--- config.mk ---
export PLATFORM = sky130hd
export DESIGN_NAME = pwm_gen
export DESIGN_NICKNAME = d
export VERILOG_FILES = /design/src/rtl/pwm_pkg.sv /design/src/rtl/pwm_regs.sv /design/src/rtl/pwm_tick_gen.sv /design/src/rtl/pwm_wave.sv /design/src/rtl/pwm_gen.sv
export SDC_FILE = /design/constraint.sdc
export NUM_CORES = 1
export LEC_CHECK = 0
export BUFFER_PORTS_ARGS = -buffer_cell sky130_fd_sc_hd__buf_2
export CAP_MARGIN = 20
export CORE_ASPECT_RATIO = 1.25
export CORE_MARGIN = 2
export CORE_UTILIZATION = 45
export DETAILED_ROUTE_END_ITERATION = 7
export PLACE_DENSITY = 0.65
export SYNTH_ARGS = -nofsm -noshare
export SYNTH_HDL_FRONTEND = slang
export SYNTH_SLANG_ARGS = --single-unit
--- constraint.sdc ---
create_clock -name clk -period 2.3 [get_ports clk]
set_clock_uncertainty 0.15 [all_clocks]
set_input_delay 0.115 -clock clk [delete_from_list [all_inputs] [get_ports clk]]
set_output_delay 0.115 -clock clk [all_outputs]
set_load 0.05 [all_outputs]
--- src/rtl/pwm_pkg.sv ---
package pwm_pkg;

   localparam logic [7:0] OFS_CTRL = 8'h00;
   localparam logic [7:0] OFS_DUTY = 8'h0C;
   localparam logic [7:0] OFS_PER  = 8'h10;

   localparam int CTL_EN     = 0;
   localparam int CTL_PS_LO  = 4;
   localparam int PS_W       = 12;
   localparam int CTL_SRC_LO = 16;
   localparam int CTL_DBG    = 22;
   localparam int CTL_WAIT   = 23;
   localparam int CTL_DOZE   = 24;

   typedef enum logic [1:0] {
      SRC_OFF  = 2'd0,
      SRC_STD  = 2'd1,
      SRC_FAST = 2'd2,
      SRC_RSV  = 2'd3
   } src_sel_e;

   typedef struct packed {
      logic            doze_run;
      logic            wait_run;
      logic            dbg_run;
      src_sel_e        src;
      logic [PS_W-1:0] presc;
      logic            en;
   } ctrl_t;

endpackage

--- src/rtl/pwm_regs.sv ---
module pwm_regs
   import pwm_pkg::*;
#(
   parameter int ADDR_W = 8,
   parameter int DATA_W = 32,
   parameter int CNT_W  = 16
) (
   input  logic              clk,
   input  logic              rst_n,
   input  logic [ADDR_W-1:0] bus_addr,
   input  logic              bus_wr,
   input  logic [DATA_W-1:0] bus_wdata,
   output logic [DATA_W-1:0] bus_rdata,
   output ctrl_t             ctrl_q,
   output logic [CNT_W-1:0]  duty_q,
   output logic [CNT_W-1:0]  per_q
);

   localparam logic [ADDR_W-1:0] A_CTRL = ADDR_W'(OFS_CTRL);
   localparam logic [ADDR_W-1:0] A_DUTY = ADDR_W'(OFS_DUTY);
   localparam logic [ADDR_W-1:0] A_PER  = ADDR_W'(OFS_PER);

   wire unused_wdata = ^bus_wdata;

   always_ff @(posedge clk) begin
      if (!rst_n) begin
         ctrl_q <= '0;
         duty_q <= '0;
         per_q  <= '0;
      end else if (bus_wr) begin
         case (bus_addr)
            A_CTRL: begin
               ctrl_q.en       <= bus_wdata[CTL_EN];
               ctrl_q.presc    <= bus_wdata[CTL_PS_LO +: PS_W];
               ctrl_q.src      <= src_sel_e'(bus_wdata[CTL_SRC_LO +: 2]);
               ctrl_q.dbg_run  <= bus_wdata[CTL_DBG];
               ctrl_q.wait_run <= bus_wdata[CTL_WAIT];
               ctrl_q.doze_run <= bus_wdata[CTL_DOZE];
            end
            A_DUTY:  duty_q <= bus_wdata[CNT_W-1:0];
            A_PER:   per_q  <= bus_wdata[CNT_W-1:0];
            default: ;
         endcase
      end
   end

   always_comb begin
      bus_rdata = '0;
      case (bus_addr)
         A_CTRL: begin
            bus_rdata[CTL_EN]              = ctrl_q.en;
            bus_rdata[CTL_PS_LO +: PS_W]   = ctrl_q.presc;
            bus_rdata[CTL_SRC_LO +: 2]     = ctrl_q.src;
            bus_rdata[CTL_DBG]             = ctrl_q.dbg_run;
            bus_rdata[CTL_WAIT]            = ctrl_q.wait_run;
            bus_rdata[CTL_DOZE]            = ctrl_q.doze_run;
         end
         A_DUTY:  bus_rdata[CNT_W-1:0] = duty_q;
         A_PER:   bus_rdata[CNT_W-1:0] = per_q;
         default: bus_rdata = '0;
      endcase
   end

   // a duty write is stored one edge later
   a_r2_duty_store: assert property (@(posedge clk) disable iff (!rst_n)
      (bus_wr && bus_addr == A_DUTY) |=> duty_q == $past(bus_wdata[CNT_W-1:0]));

   // a period write is stored one edge later
   a_r2_per_store: assert property (@(posedge clk) disable iff (!rst_n)
      (bus_wr && bus_addr == A_PER) |=> per_q == $past(bus_wdata[CNT_W-1:0]));

endmodule

--- src/rtl/pwm_tick_gen.sv ---
module pwm_tick_gen
   import pwm_pkg::*;
(
   input  logic            clk,
   input  logic            rst_n,
   input  logic            en,
   input  src_sel_e        src,
   input  logic [PS_W-1:0] presc,
   input  logic            std_tick,
   input  logic            fast_tick,
   input  logic            freeze,
   output logic            ptick
);

   logic            src_tick;
   logic            run;
   logic [PS_W-1:0] pcnt;
   logic            at_end;

   always_comb begin
      case (src)
         SRC_STD:  src_tick = std_tick;
         SRC_FAST: src_tick = fast_tick;
         default:  src_tick = 1'b0;
      endcase
   end

   assign run    = en && src_tick && !freeze;
   assign at_end = (pcnt >= presc);
   assign ptick  = run && at_end;

   always_ff @(posedge clk) begin
      if (!rst_n || !en) begin
         pcnt <= '0;
      end else if (run) begin
         pcnt <= at_end ? '0 : pcnt + 1'b1;
      end
   end

   // an unclocked source never yields a prescaled tick
   a_r7_no_source: assert property (@(posedge clk) disable iff (!rst_n)
      (src == SRC_OFF || src == SRC_RSV) |-> !ptick);

   // a frozen block neither ticks nor advances the prescaler
   a_r10_freeze_gate: assert property (@(posedge clk) disable iff (!rst_n)
      (en && freeze) |=> (!en || $stable(pcnt)));

endmodule

--- src/rtl/pwm_wave.sv ---
module pwm_wave #(
   parameter int CNT_W   = 16,
   parameter bit OUT_REG = 1'b0
) (
   input  logic             clk,
   input  logic             rst_n,
   input  logic             en,
   input  logic             ptick,
   input  logic [CNT_W-1:0] duty_q,
   input  logic [CNT_W-1:0] per_q,
   output logic             pwm_out
);

   logic [CNT_W:0]   cnt;
   logic [CNT_W-1:0] act_duty;
   logic [CNT_W-1:0] act_per;
   logic [CNT_W:0]   last_val;
   logic             last;
   logic             wrap;
   logic             raw;

   assign last_val = {1'b0, act_per} + 1'b1;
   assign last     = (cnt == last_val);
   assign wrap     = ptick && last;
   assign raw      = en && (cnt < {1'b0, act_duty});

   always_ff @(posedge clk) begin
      if (!rst_n) begin
         cnt      <= '0;
         act_duty <= '0;
         act_per  <= '0;
      end else if (!en || wrap) begin
         cnt      <= '0;
         act_duty <= duty_q;
         act_per  <= per_q;
      end else if (ptick) begin
         cnt <= cnt + 1'b1;
      end
   end

   if (OUT_REG) begin : g_out_reg
      always_ff @(posedge clk) begin
         if (!rst_n) pwm_out <= 1'b0;
         else        pwm_out <= raw;
      end
   end else begin : g_out_comb
      assign pwm_out = raw;
   end

   // the counter never passes the last count of the period
   a_r3_cnt_bound: assert property (@(posedge clk) disable iff (!rst_n)
      cnt <= last_val);

   // a period begins at count zero after enable was low
   a_r9_fresh_start: assert property (@(posedge clk) disable iff (!rst_n)
      !$past(en) |-> cnt == '0);

   // active values change only at a boundary while running
   a_r8_shadow_hold: assert property (@(posedge clk) disable iff (!rst_n)
      (en && $past(en) && !$past(wrap)) |-> ($stable(act_duty) && $stable(act_per)));

endmodule

--- src/rtl/pwm_gen.sv ---
module pwm_gen
   import pwm_pkg::*;
#(
   parameter int ADDR_W  = 8,
   parameter int DATA_W  = 32,
   parameter int CNT_W   = 16,
   parameter bit OUT_REG = 1'b0
) (
   input  logic              clk,
   input  logic              rst_n,
   input  logic [ADDR_W-1:0] bus_addr,
   input  logic              bus_wr,
   input  logic [DATA_W-1:0] bus_wdata,
   output logic [DATA_W-1:0] bus_rdata,
   input  logic              std_tick,
   input  logic              fast_tick,
   input  logic              doze_req,
   input  logic              wait_req,
   input  logic              dbg_halt,
   output logic              pwm_out
);

   if (DATA_W < CTL_DOZE + 1) begin : g_bad_data
      $error("pwm_gen: DATA_W too small for control fields");
   end
   if (CNT_W < 2 || CNT_W > DATA_W) begin : g_bad_cnt
      $error("pwm_gen: CNT_W out of range");
   end
   if (ADDR_W < 5) begin : g_bad_addr
      $error("pwm_gen: ADDR_W cannot decode the register offsets");
   end

   ctrl_t            ctrl;
   logic [CNT_W-1:0] duty_q;
   logic [CNT_W-1:0] per_q;
   logic             freeze;
   logic             ptick;

   pwm_regs #(.ADDR_W(ADDR_W), .DATA_W(DATA_W), .CNT_W(CNT_W)) u_regs (
      .clk       (clk),
      .rst_n     (rst_n),
      .bus_addr  (bus_addr),
      .bus_wr    (bus_wr),
      .bus_wdata (bus_wdata),
      .bus_rdata (bus_rdata),
      .ctrl_q    (ctrl),
      .duty_q    (duty_q),
      .per_q     (per_q)
   );

   assign freeze = (doze_req && !ctrl.doze_run) ||
                   (wait_req && !ctrl.wait_run) ||
                   (dbg_halt && !ctrl.dbg_run);

   pwm_tick_gen u_tick (
      .clk       (clk),
      .rst_n     (rst_n),
      .en        (ctrl.en),
      .src       (ctrl.src),
      .presc     (ctrl.presc),
      .std_tick  (std_tick),
      .fast_tick (fast_tick),
      .freeze    (freeze),
      .ptick     (ptick)
   );

   pwm_wave #(.CNT_W(CNT_W), .OUT_REG(OUT_REG)) u_wave (
      .clk     (clk),
      .rst_n   (rst_n),
      .en      (ctrl.en),
      .ptick   (ptick),
      .duty_q  (duty_q),
      .per_q   (per_q),
      .pwm_out (pwm_out)
   );

   if (!OUT_REG) begin : g_hold_chk
      // the output level is held across a frozen cycle
      a_r10_out_hold: assert property (@(posedge clk) disable iff (!rst_n)
         (ctrl.en && freeze) |=> (!ctrl.en || $stable(pwm_out)));
   end

   // output is low whenever enable is clear
   a_r9_off_low: assert property (@(posedge clk) disable iff (!rst_n)
      !ctrl.en |-> !pwm_out);

endmodule

==> flow_summary.toml <==
[timing]
worstMarginPinSlew_ns = 0.6516
max_freq_ghz = 0.4041
layout_worst_path_cycle_share = 1.076
fin_ws_ns = -0.1744
min_period_ns = 2.474
setup_viol = 62
slew-limit-headroom = 0.5645
rsz0062_at_grt = "true"
report.final.slew_viol_count = 0
hold_viol = 0

[clocking]
clockBufferDepth = 2
clkLatencyLatePin_ns = 0.35
numCtsBuffers = 9
cts_max_level = 3
cts.clk_slew.worst_paths_ns = 0.08
cts_root_buf = "clkbuf_16"
tritoncts = "done"
cts.sink_count = 111

[detailed_routing]
vias_per_cell = 5.184
drc = 0
num_vias = 5562
drt_iter0_drc = 253
ant_nets = 0
wl_per_cell_um = 15.54
dr.pass1.iters = 5
wl_um = 16680

[hold_path]
hold_path_end = "u_regs.ctrl_q[3]$_SDFFE_PN0P_"
min_path_type = "primary input to flop"
hold_depth = 2
min_from = "rst_n"

[pwr]
power.net_switching_mw = 0.8286
p_int_mw = 2.839
ir_drop_uv = 326.0
combPwrFrac = 0.050
seqPwrFrac = 0.524
p_leak_nw = 2.933
netSwitchingFraction = 0.2259
p_per_area_nw_per_um2 = 459.2
pwr-share-clk = 0.426

[placement]
post-place-ws_ns = -0.3330
hpwl_um = 12520
io_buffer_count = 58
place_congestion = 0.8618
dpl_cell_area_um2 = 7141

[die]
fp.coreArea_um2 = 13630
die_w_um = 109.1
start_util = 0.4555
rows = 48
pin_count = 81
dieArea_um2 = 14760
die_y_um = 135.3

[logic_synthesis]
ys_seq_area_frac = 0.3578
netlist_area_um2 = 6210
yosysUniqueCellTypes = 55
yosys_register_bits = 111
synthFlopType = "dfxtp_1"
ys_async_sr_fraction = 0
yosysWarnings = 0
synth_edf_count = 0
syn_avg_cell_area_um2 = 8.160
syn_inst = 761

[global_route]
use_met3 = 0.03656
overflow = 0
track_usage = 0.2390
grt_pass1_wl_um = 27780
grt.met1_usage = 0.2833
met2_usage = 0.4286
top_usage_layer = "met2"
grt_pass1_vias = 5699
grt_max_degree = 58
antenna_found_initial = 0

[layout]
fin_util = 0.5858
area.sequential_um2 = 2252
num_antenna_cells = 0
area_growth_pct = 28.61
final_cell_area_um2 = 7986
drive_above_1_share = 0.2539
layout_commonest_cell = "nand2_1"
multi_input_area_um2 = 3879
fillers = 1208
layout_common_cells = "nand2_1, dfxtp_1, buf_4"
nNetsFinal = 973

[critical_path]
reg2reg_to = "u_wave.cnt[2]$_SDFFE_PP0P_"
rrSetupSlack_ns = -0.17
critPathKind = "flop to flop"
end_kind = "flop"
path_max_fanout = 17
required_ns = 2.39
start_kind = "flop"
cp.arrival_ns = 2.56
reg2reg_depth = 11
reg2reg_from = "u_regs.ctrl_q[12]$_SDFFE_PN0P_"

[outcome]
violations = "setup timing"
status = "complete, but fails checks"

[job]
drv.max_cap_violation_count = 0
[sequential cells by signal, summed over array words and instances, names as in the netlist]
register and cells:
u_wave.cnt 17, u_tick.pcnt 12, u_wave.act_per 16, u_wave.act_duty 16, u_regs.ctrl_q 18, u_regs.per_q 16
u_regs.duty_q 16
[cells in the mapped netlist (3+ instances only)]
cell type	n	area share
a31oi_1	3	0.0030
nor2_1	41	0.025
buf_4	11	0.013
xor2_1	21	0.030
buf_12	3	0.0097
or3_1	5	0.0050
nor3_1	9	0.0073
nand3_1	34	0.027
inv_1	39	0.024
nor4_1	4	0.0040
o211ai_1	4	0.0048
ha_1	32	0.064
a21boi_1	13	0.016
o21ai_0	21	0.017
nor4_2	3	0.0060
o21a_1	3	0.0036
o2111ai_1	3	0.0042
nand2_1	178	0.11
a21o_1	8	0.0097
and2_1	5	0.0050
a32o_1	3	0.0048
nand4_1	12	0.012
dfxtp_1	111	0.36
clkbuf_1	31	0.019
a21boi_0	37	0.045
buf_2	3	0.0024
xnor2_1	28	0.039
a21oi_1	10	0.0081
mux2i_1	47	0.076
nand2b_1	4	0.0040
and3_1	4	0.0040
[cell families after synthesis]
family,Yosys count,share of synthesized area
AO/OA/AOI/OAI,119,0.1362
XOR/XNOR,49,0.06911
adder cells (fa/ha/maj),32,0.06448
buffers and inverters,90,0.07092
flip-flops,111,0.3578
multiplexers,47,0.07576
other,1,0.0006039
AND/OR/NAND/NOR,312,0.2251
[layer usage]
metal	vias to the layer above	share of wire
met5	-	0
met4	0	0.023
met3	31	0.026
met2	95	0.53
met1	2621	0.43
li1	2815	-
[stage by stage]
stage               instances  TNS [ns]  total power, mW  hold slack [ns]
detailed placement       1029    -15.73            2.120           0.2352
CTS                      1074    -4.224            3.691          0.03133
floorplan                 771    -1.466            2.080          0.09983
global placement         1029    -12.37            2.119           0.2186
global route             1073    -13.89            3.781          0.06360
finish                   1073    -8.787            3.667          0.06562
[power groups by stage]
stage                     clock network [mW]  logic (mW)  registers [mW]
after CTS                               1.59       0.182            1.92
final                                   1.56       0.185            1.92
after global routing                    1.66       0.198            1.92
after detailed placement                   0       0.153            1.97
after floorplan                            0       0.112            1.97
after global placement                     0       0.151            1.97
[area by class of cell]
| class | instances | area share |
|---|---|---|
| Inverter | 39 | 0.01833 |
| Sequential cell | 111 | 0.2820 |
| Timing Repair Buffer | 162 | 0.1502 |
| Multi-Input combinational cell | 570 | 0.4857 |
| Clock inverter | 5 | 0.007207 |
| Clock buffer | 11 | 0.02914 |
| Tap cell | 175 | 0.02742 |
[worst max-delay path by stage]
stage | from | end | slack (ns)
after floorplan | bus_addr[1] | bus_rdata[12] | -0.08
after global placement | u_regs.ctrl_q[8]$_SDFFE_PN0P_ | u_wave.cnt[8]$_SDFFE_PP0P_ | -0.28
after detailed placement | u_regs.ctrl_q[6]$_SDFFE_PN0P_ | u_wave.act_duty[11]$_SDFFE_PN0P_ | -0.33
after CTS | u_regs.ctrl_q[10]$_SDFFE_PN0P_ | u_wave.act_per[12]$_SDFFE_PN0P_ | -0.13
after global routing | u_regs.ctrl_q[12]$_SDFFE_PN0P_ | u_wave.cnt[11]$_SDFFE_PP0P_ | -0.27
final | u_regs.ctrl_q[12]$_SDFFE_PN0P_ | u_wave.cnt[2]$_SDFFE_PP0P_ | -0.17
[repair_timing]
action | 4_1_cts | 5_1_grt
pin swaps | 23 | 15
gates cloned | 3 | 0
endpoints found under the hold margin | 50 | 0
buffers inserted | 6 | 2
resized for setup | 48 | 11
hold buffers | 21 | 0
endpoints found under the setup margin | 62 | 62
[worst max-delay path, stage by stage (launching register included)]
cell and delay (ns):
dfxtp_2 0.34, inv_2 0.05, ha_4 0.27, nand2_2 0.05, o21a_1 0.21, a211oi_4 0.32, o21a_1 0.20, nand4b_1 0.16
buf_4 0.19, o211ai_4 0.19, buf_12 0.17, nor2_1 0.05
(Power assumes the default switching activity.)
